`config.mk`:
```
export PLATFORM = sky130hd
export DESIGN_NAME = frame_dither_pwm
export DESIGN_NICKNAME = d
export VERILOG_FILES = /design/src/rtl/fdp_pkg.sv /design/src/rtl/fdp_prescaler.sv /design/src/rtl/fdp_regs.sv /design/src/rtl/fdp_seq.sv /design/src/rtl/fdp_wave.sv /design/src/rtl/frame_dither_pwm.sv
export SDC_FILE = /design/constraint.sdc
export NUM_CORES = 1
export LEC_CHECK = 0
export BUFFER_PORTS_ARGS = -buffer_cell sky130_fd_sc_hd__buf_2
export CORE_ASPECT_RATIO = 0.9
export CORE_MARGIN = 4
export CORE_UTILIZATION = 25
export CTS_CLUSTER_SIZE = 28
export DETAILED_ROUTE_END_ITERATION = 10
export PLACE_DENSITY = 0.41
export SLEW_MARGIN = 25
export SYNTH_ARGS = -nofsm -noshare
export SYNTH_HDL_FRONTEND = slang
export SYNTH_HIERARCHICAL = 1
export SYNTH_SLANG_ARGS = --single-unit
```
`constraint.sdc`:
```
create_clock -name clk -period 6.22 [get_ports clk]
set_input_delay 0.622 -clock clk [delete_from_list [all_inputs] [get_ports clk]]
set_output_delay 0.622 -clock clk [all_outputs]
set_load 0.02 [all_outputs]
```
`src/rtl/fdp_pkg.sv`:
```
package fdp_pkg;

    typedef enum logic [1:0] {
        ST_IDLE   = 2'd0,
        ST_HIGH   = 2'd1,
        ST_NARROW = 2'd2,
        ST_LOW    = 2'd3
    } wave_state_e;

    typedef enum logic [1:0] {
        SEL_DIV   = 2'd0,
        SEL_DUTY  = 2'd1,
        SEL_FINE  = 2'd2,
        SEL_NONE  = 2'd3
    } wr_field_e;

endpackage

```
`src/rtl/fdp_prescaler.sv`:
```
module fdp_prescaler #(
    parameter int DIV_BITS = 2
) (
    input  logic                clk,
    input  logic                rst_n,
    input  logic [DIV_BITS-1:0] div_code,
    output logic                tick
);
    localparam int CNT_W = 1 << DIV_BITS;

    logic [CNT_W-1:0] cnt;
    logic [CNT_W:0]   span;
    logic [CNT_W:0]   span_m1;
    logic [CNT_W-1:0] limit;

    // period = 2^(code+1) system clocks
    always_comb begin
        span    = (CNT_W+1)'(2) << div_code;
        span_m1 = span - (CNT_W+1)'(1);
        limit   = span_m1[CNT_W-1:0];
        tick    = (cnt >= limit);
    end

    always_ff @(posedge clk) begin
        if (!rst_n) begin
            cnt <= '0;
        end else if (tick) begin
            cnt <= '0;
        end else begin
            cnt <= cnt + CNT_W'(1);
        end
    end
endmodule

```
`src/rtl/fdp_regs.sv`:
```
module fdp_regs
    import fdp_pkg::*;
#(
    parameter int DIV_BITS   = 2,
    parameter int SLOT_BITS  = 5,
    parameter int FRAME_BITS = 3
) (
    input  logic                  clk,
    input  logic                  rst_n,
    input  logic                  wr_en,
    input  logic [1:0]            wr_sel,
    input  logic [SLOT_BITS-1:0]  wr_data,
    input  logic                  group_load,
    output logic [DIV_BITS-1:0]   div_code,
    output logic [SLOT_BITS-1:0]  act_duty,
    output logic [FRAME_BITS-1:0] act_fine,
    output logic [SLOT_BITS-1:0]  eff_duty,
    output logic [FRAME_BITS-1:0] eff_fine
);
    logic [SLOT_BITS-1:0]  pend_duty;
    logic [FRAME_BITS-1:0] pend_fine;

    always_ff @(posedge clk) begin
        if (!rst_n) begin
            div_code  <= '0;
            pend_duty <= '0;
            pend_fine <= '0;
        end else if (wr_en) begin
            case (wr_sel)
                SEL_DIV:  div_code  <= wr_data[DIV_BITS-1:0];
                SEL_DUTY: pend_duty <= wr_data;
                SEL_FINE: pend_fine <= wr_data[FRAME_BITS-1:0];
                default:  ;
            endcase
        end
    end

    // pending values move to active only at a group boundary
    always_ff @(posedge clk) begin
        if (!rst_n) begin
            act_duty <= '0;
            act_fine <= '0;
        end else if (group_load) begin
            act_duty <= pend_duty;
            act_fine <= pend_fine;
        end
    end

    // values seen by the waveform for the PWM clock being entered
    always_comb begin
        eff_duty = group_load ? pend_duty : act_duty;
        eff_fine = group_load ? pend_fine : act_fine;
    end
endmodule

```
`src/rtl/fdp_seq.sv`:
```
module fdp_seq #(
    parameter int SLOT_BITS  = 5,
    parameter int FRAME_BITS = 3
) (
    input  logic                  clk,
    input  logic                  rst_n,
    input  logic                  tick,
    output logic [SLOT_BITS-1:0]  slot_nx,
    output logic [FRAME_BITS-1:0] frm_nx,
    output logic                  frame_open,
    output logic                  group_load
);
    logic [SLOT_BITS-1:0]  slot;
    logic [FRAME_BITS-1:0] frm;

    always_comb begin
        frame_open = tick && (slot == '1);
        group_load = frame_open && (frm == '1);
        slot_nx    = slot + SLOT_BITS'(1);
        frm_nx     = frame_open ? frm + FRAME_BITS'(1) : frm;
    end

    // reset parks at the last slot of the last frame so the first tick opens frame 0
    always_ff @(posedge clk) begin
        if (!rst_n) begin
            slot <= '1;
            frm  <= '1;
        end else if (tick) begin
            slot <= slot_nx;
            frm  <= frm_nx;
        end
    end
endmodule

```
`src/rtl/fdp_wave.sv`:
```
module fdp_wave
    import fdp_pkg::*;
#(
    parameter int SLOT_BITS  = 5,
    parameter int FRAME_BITS = 3
) (
    input  logic                  clk,
    input  logic                  rst_n,
    input  logic                  tick,
    input  logic                  frame_open,
    input  logic [SLOT_BITS-1:0]  slot_nx,
    input  logic [FRAME_BITS-1:0] frm_nx,
    input  logic [SLOT_BITS-1:0]  eff_duty,
    input  logic [FRAME_BITS-1:0] eff_fine,
    output wave_state_e           st,
    output logic                  pwm_out,
    output logic                  frame_strobe
);
    wave_state_e           st_nx;
    logic [FRAME_BITS-1:0] frm_rev;
    logic                  pick;
    logic                  strobe_q;

    for (genvar i = 0; i < FRAME_BITS; i++) begin : g_rev
        assign frm_rev[i] = frm_nx[FRAME_BITS-1-i];
    end

    assign pick = (frm_rev < eff_fine);

    always_comb begin
        st_nx = st;
        if (tick) begin
            if (frame_open) begin
                if (eff_duty != '0) begin
                    st_nx = ST_HIGH;
                end else if (pick) begin
                    st_nx = ST_NARROW;
                end else begin
                    st_nx = ST_LOW;
                end
            end else begin
                unique case (st)
                    ST_IDLE:   st_nx = ST_IDLE;
                    ST_HIGH:   if (slot_nx == eff_duty) st_nx = pick ? ST_NARROW : ST_LOW;
                    ST_NARROW: st_nx = ST_LOW;
                    ST_LOW:    st_nx = ST_LOW;
                endcase
            end
        end
    end

    always_ff @(posedge clk) begin
        if (!rst_n) begin
            st       <= ST_IDLE;
            strobe_q <= 1'b0;
        end else begin
            st       <= st_nx;
            strobe_q <= frame_open;
        end
    end

    always_comb begin
        pwm_out      = (st == ST_HIGH) || (st == ST_NARROW);
        frame_strobe = strobe_q;
    end
endmodule

```
`src/rtl/frame_dither_pwm.sv`:
```
module frame_dither_pwm
    import fdp_pkg::*;
#(
    parameter int DIV_BITS   = 2,
    parameter int SLOT_BITS  = 5,
    parameter int FRAME_BITS = 3
) (
    input  logic                 clk,
    input  logic                 rst_n,
    input  logic                 wr_en,
    input  logic [1:0]           wr_sel,
    input  logic [SLOT_BITS-1:0] wr_data,
    output logic                 pwm_out,
    output logic                 frame_strobe
);
    logic                  tick;
    logic [DIV_BITS-1:0]   div_code;
    logic [SLOT_BITS-1:0]  act_duty;
    logic [FRAME_BITS-1:0] act_fine;
    logic [SLOT_BITS-1:0]  eff_duty;
    logic [FRAME_BITS-1:0] eff_fine;
    logic [SLOT_BITS-1:0]  slot_nx;
    logic [FRAME_BITS-1:0] frm_nx;
    logic                  frame_open;
    logic                  group_load;
    wave_state_e           st;

    fdp_prescaler #(.DIV_BITS(DIV_BITS)) u_pre (
        .clk      (clk),
        .rst_n    (rst_n),
        .div_code (div_code),
        .tick     (tick)
    );

    fdp_regs #(.DIV_BITS(DIV_BITS), .SLOT_BITS(SLOT_BITS), .FRAME_BITS(FRAME_BITS)) u_regs (
        .clk        (clk),
        .rst_n      (rst_n),
        .wr_en      (wr_en),
        .wr_sel     (wr_sel),
        .wr_data    (wr_data),
        .group_load (group_load),
        .div_code   (div_code),
        .act_duty   (act_duty),
        .act_fine   (act_fine),
        .eff_duty   (eff_duty),
        .eff_fine   (eff_fine)
    );

    fdp_seq #(.SLOT_BITS(SLOT_BITS), .FRAME_BITS(FRAME_BITS)) u_seq (
        .clk        (clk),
        .rst_n      (rst_n),
        .tick       (tick),
        .slot_nx    (slot_nx),
        .frm_nx     (frm_nx),
        .frame_open (frame_open),
        .group_load (group_load)
    );

    fdp_wave #(.SLOT_BITS(SLOT_BITS), .FRAME_BITS(FRAME_BITS)) u_wave (
        .clk          (clk),
        .rst_n        (rst_n),
        .tick         (tick),
        .frame_open   (frame_open),
        .slot_nx      (slot_nx),
        .frm_nx       (frm_nx),
        .eff_duty     (eff_duty),
        .eff_fine     (eff_fine),
        .st           (st),
        .pwm_out      (pwm_out),
        .frame_strobe (frame_strobe)
    );
endmodule

```
Yosys cells after proc, flatten, opt, wreduce, memory -nomap -nowiden
Index checks and enable logic that the tools add are counted.
{ "word_totals": {"input_bits": 10, "regBits": 33, "output_inout_bits": 2, "word_cells": 47} }
{ "classes": {"eq_ne": 9, "magnitude_cmp": 2, "shift": 1, "n_bitwise": 1, "n_reduce_logical": 12, "muxes": 8, "n_addsub": 4} }
{ "op_table": {"columns": ["cell", "count"], "rows": [
  ["AND reduction 2 bit", 4],
  ["equality test 2 bit (second input constant)", 3],
  ["two-way mux 2 bit", 3],
  ["two-way mux 3 bit", 2],
  ["case mux 2 bit (3 select lines)", 1],
  ["adder 5 x 1 -> 5 bit (second input constant)", 1],
  ["equality test 5 bit", 1],
  ["equality test 5 bit (second input constant)", 1],
  ["two-way mux 5 bit", 1],
  ["nonzero test 5 bit", 1],
  ["adder 4 x 1 -> 4 bit (second input constant)", 1],
  ["equality test 2 x 1 -> 1 bit (second input constant)", 2],
  [">= comparator 4 bit", 1],
  ["logical NOT 2 bit", 2],
  ["OR reduction 2 bit", 2],
  ["<< shifter 2 x 2 -> 4 bit (first input constant)", 1],
  ["subtractor 4 x 1 -> 4 bit (second input constant)", 1],
  ["adder 3 x 1 -> 3 bit (second input constant)", 1],
  ["equality test 3 bit (second input constant)", 1],
  ["less-than comparator 3 bit", 1],
  ["inequality test 3 x 1 -> 1 bit (second input constant)", 1],
  ["logical AND 1 bit", 2],
  ["logical OR 1 bit", 1],
  ["two-way mux 1 bit", 1],
  ["NOT 1 bit", 1]
]} }

Depth between registers and ports, before layout
{ "logic_depth": {"depth_word": 11, "depth_mapped": 14, "mapped_depth_nobuf": 12} }

By module
The synthesis kept the hierarchy.
{ "modules_own_cells": {"columns": ["module", "area_each_um2", "instances", "cells_per_inst"], "rows": [
  ["fdp_regs", 740.7, 1, 65],
  ["fdp_seq", 441.7, 1, 45],
  ["fdp_wave", 341.6, 1, 40],
  ["fdp_prescaler", 221.5, 1, 24]
]} }

Worst setup path before layout
No wires, ideal clock.
{ "synth_path": {"path_kind": "register to register", "start": "register u_regs.div_code[1]", "end": "register u_wave.st[0]", "slack_ns": 3.344, "n_path_buf": 2, "arrival_ns": 2.785, "setup_time_ns": 0.091, "path_stages_with_launch": 13, "path_cell_list": "dfxtp_1 > nand2_1 > ha_1 > nand2_1 > o21ai_0 > buf_6 > and3_2 > buf_6 > mux2_4 > xnor2_1 > and3_4 > a22o_1 > a311oi_1"} }
{ "synth_rtl": {"columns": ["item", "line_no", "rtl"], "rows": [
  ["start, declared", "fdp_regs.sv:14", "output logic [DIV_BITS-1:0] div_code,"],
  ["start signal, assigned", "fdp_regs.sv:30", "SEL_DIV: div_code <= wr_data[DIV_BITS-1:0];"],
  ["<< shifter 2 x 2 -> 4 bit (*)", "fdp_prescaler.sv:18", "span = (CNT_W+1)'(2) << div_code;"],
  ["subtractor 4 x 1 -> 4 bit (*)", "fdp_prescaler.sv:19", "span_m1 = span - (CNT_W+1)'(1);"],
  [">= comparator 4 bit (*)", "fdp_prescaler.sv:21", "tick = (cnt >= limit);"],
  ["net tick", "frame_dither_pwm.sv:16", "logic tick;"],
  ["logical AND 1 bit (*)", "fdp_seq.sv:17", "frame_open = tick && (slot == '1);"],
  ["logical AND 1 bit (*)", "fdp_seq.sv:18", "group_load = frame_open && (frm == '1);"],
  ["net group_load", "frame_dither_pwm.sv:25", "logic group_load;"],
  ["two-way mux 5 bit (*)", "fdp_regs.sv:51", "eff_duty = group_load ? pend_duty : act_duty;"],
  ["net eff_duty[1]", "frame_dither_pwm.sv:20", "logic [SLOT_BITS-1:0] eff_duty;"],
  ["equality test 5 bit / nonzero test 5 bit (equally long branches)", "fdp_wave.sv:44, fdp_wave.sv:34", null],
  ["inequality test 3 x 1 -> 1 bit (no source line) / two-way mux 2 bit (equally long branches)", null, null],
  ["AND reduction 2 bit (no source line) / two-way mux 2 bit (equally long branches)", null, null],
  ["end signal, assigned", "fdp_wave.sv:57", "st <= st_nx;"],
  ["end, declared", "fdp_wave.sv:15", "output wave_state_e st,"]
]} }
Mark *: on every way through the listed nets, which the timed path passes. The rest lies on a longest branch. The select of a mux whose other input is x is not followed.
A chain may end at the register's enable or synchronous reset.

Worst setup path in the final report
{ "layout_path": {"start": "register u_regs.div_code[1]", "end": "register u_wave.st[1]"} }
Same word-level chain as after synthesis.

==> metrics <==
Rel. slew slack=0.610; Wirelength per Cell=11.3 um; hold path start=u_regs/pend_fine[0]$_SDFFE_PN0P_; Worst EP arrival=3120 ps; Tcrit/Tclk final=0.471; Layout fillers=716; endpoints failing setup=0; Final min period=2930 ps; Die ar.=8380 um2; hold-fix buffer count after cts=0; worst hold path endpoint=u_regs/pend_fine[0]$_SDFFE_PN0P_; routed vias/inst=4.22; Post-Syn Nets=198; worst setup path class=reg2reg; r2r setup slk=roughly 3300 ps; syn_area_per_cell=10.0 um2; synthesized cell area=1750 um2; Post-DP HPWL=2.32 mm; vias=1173; area grow syn2layout=12.5%; share of layout cells above drive strength 1=0.218; critical path endpoint category=flop; pin count of the biggest net entering global routing=35; Post-CTS Setup Bufs=0; CP startpoint kind=flop; IO Pins=12; maximum clock frequency=342 MHz; Post-synth EDFFs=0; Slew Viols, Final=0; CTS tree=done; Clock Sinks=33; cts repair resizes=0; gpl congestion=between 0.7 and 0.8; FF/Latch Area=661 um2; Initial Utilization=0.261; min-delay worst type=reg2reg; Leak=0.867 nW; First-pass DRT Iterations=4; WHS Path Cells=2; Die Height=87.3 um; Seq/Total Area, Yosys=0.378; CTS root buf=clkbuf_8; final hold vios=0; clock transition at the registers of the reported paths=70 ps; register bit total from synthesis=33; status=finished, final reports clean; top_reg_cell synth=dfxtp_1; post-synth cell types=41; CP peak stage delay=430 ps; H-tree depth=2; vias in the first global route=~1100; cell area power density=between 400 and 500 nW/um2; # diodes=0; total chip power=0.877 mW; die width=96.1 um; clk_lat worst skew=280 ps; antenna violation net count after detailed routing=0; Async SR Flop Fraction=0; drt initial violations=37; # rows=28; Crit Path Max Fanout=16; synthesis warning total=6; Reg-to-Reg End=u_wave/st[1]$_SDFFE_PN0P_; dpl cells=272; DRC viols=0; slowest CP cell=nor4_1; core area=6690 um2; Worst path most repeated cell=nand2_1; Reg2Reg Depth=11; I/O Buffers=11; CTS buffer count=5; CTS Buffer Depth=2; Total GRT Usage=0.0848; initial antenna violation count=0; Slew @ Worst Pin=586 ps; Overflow after GRT=0; Critical Path RT=roughly 6400 ps; Max Clock Skew=8.74 ps; area of the multi-input gates=1020 um2; global-route wire length before repair=5.38 mm; wirelength, routed=roughly 3.1 mm; CP cell instances=nand2_1 -> ha_1 -> nand2_1 -> o21ai_1 -> buf_4 -> and3_2 -> mux2_4 -> nor4_1 -> nand3b_1 -> o21a_1 -> a211oi_1; Sum Neg Setup Slack=0 ps; max-cap violations=0; VDD IR-drop max=122 uV; reg-to-reg startpoint=u_regs/div_code[1]$_SDFFE_PN0P_; RSZ-0062 raised after global routing=no; fin nets=approximately 210; Syn Inst Count=174; Finished Layout Cells=~280
[stage by stage]
step	util	cell area, um2	setup slack, ps	hold slack, ps
floorplan	-	1750	3340	438
global placement	0.282	1890	3310	454
detailed placement	0.282	1890	3310	461
CTS	0.293	1960	3260	472
global route	0.293	1960	3040	496
finish	0.293	1960	3290	464
[metal layers]
layer / up-vias / GRT usage / wire, um
li1: 623 / - / -
met1: 531 / 0.124 / 1780
met2: 14 / 0.112 / 1210
met3: 5 / 0.0285 / 104
met4: 0 / 0.0349 / 40
met5: - / 0 / 0
[cell usage after synthesis, drive strengths merged (3+ instances only)]
| cell type | number | area (um2) |
|---|---|---|
| xor2 | 5 | 43.8 |
| nand3 | 3 | 15.0 |
| nand2 | 24 | 92.6 |
| a21oi | 4 | 27.5 |
| ha | 14 | 175 |
| inv | 10 | 37.5 |
| o21ai | 5 | 25.0 |
| nor2 | 7 | 26.3 |
| and3 | 6 | 45.0 |
| dfxtp | 33 | 661 |
| buf | 3 | 27.5 |
| mux2i | 12 | 120 |
| nand3b | 4 | 33.8 |
| mux2 | 9 | 135 |
| and2 | 9 | 58.8 |
| xnor2 | 5 | 43.8 |
[sequential cells by signal, summed over array words and instances, names as in the netlist]
register and flops:
u_regs/pend_duty 5, u_regs/pend_fine 3, u_seq/slot 5, u_wave/frame_strobe 1
u_seq/frm 3, u_regs/act_fine 3, u_regs/act_duty 5, u_regs/div_code 2
u_wave/st 2, u_pre/cnt 4
[worst max path at each step]
stage | start | to | slack, ps | cells past startpoint
after floorplan | u_regs/div_code[1]$_SDFFE_PN0P_ | u_wave/st[0]$_SDFFE_PN0P_ | 3340 | 12
after global placement | u_regs/div_code[1]$_SDFFE_PN0P_ | u_wave/st[1]$_SDFFE_PN0P_ | 3310 | 11
after detailed placement | u_regs/div_code[1]$_SDFFE_PN0P_ | u_wave/st[1]$_SDFFE_PN0P_ | 3310 | 11
after CTS | u_regs/div_code[1]$_SDFFE_PN0P_ | u_wave/st[1]$_SDFFE_PN0P_ | 3260 | 11
after global routing | u_regs/div_code[1]$_SDFFE_PN0P_ | u_wave/st[1]$_SDFFE_PN0P_ | 3040 | 11
final | u_regs/div_code[1]$_SDFFE_PN0P_ | u_wave/st[1]$_SDFFE_PN0P_ | 3290 | 11
[worst max-delay path: cells and delay by family, from the launching register on]
kind	cells	cell delay (ps)
simple gates	5	1110
compound gates	3	470
flops	1	370
mux	1	350
fa+ha+maj	1	310
buf+inv	1	230
[cell type report]
class	instances	area share
clock buffer	5	0.0351
sequential	33	0.337
tap	90	0.0574
timing repair buffer	12	0.0319
clock inverter	1	0.00255
inverter	10	0.0191
multi-input combinational	127	0.518
[placed cells by master (no fill, tap or decap), types with 7 or more instances in the layout]
cell type  instances
mux2_4             9
buf_2             11
and2_1             8
ha_1              14
nor2_1             7
nand2_1           23
mux2i_1           12
dfxtp_1           33
inv_1             10
[kinds of logic (layout without fill, tap and decap cells)]
group           after synthesis  count (layout)  share of synthesized area
mux                          21              21                      0.146
fa+ha+maj                    14              14                      0.100
compound gates               21              21                     0.0903
buf+inv                      14              28                     0.0394
simple gates                 61              61                      0.195
xor+xnor                     10              10                     0.0502
flops                        33              33                      0.378
[power breakdown]
part | total [mW] | internal [mW] | switching (mW)
registers | 0.288 | 0.252 | 0.0357
logic | 0.441 | 0.216 | 0.225
clock network | 0.148 | 0.0736 | 0.0746
total | 0.877 | 0.542 | 0.335
No activity file was read; power rests on OpenSTA's default activity.
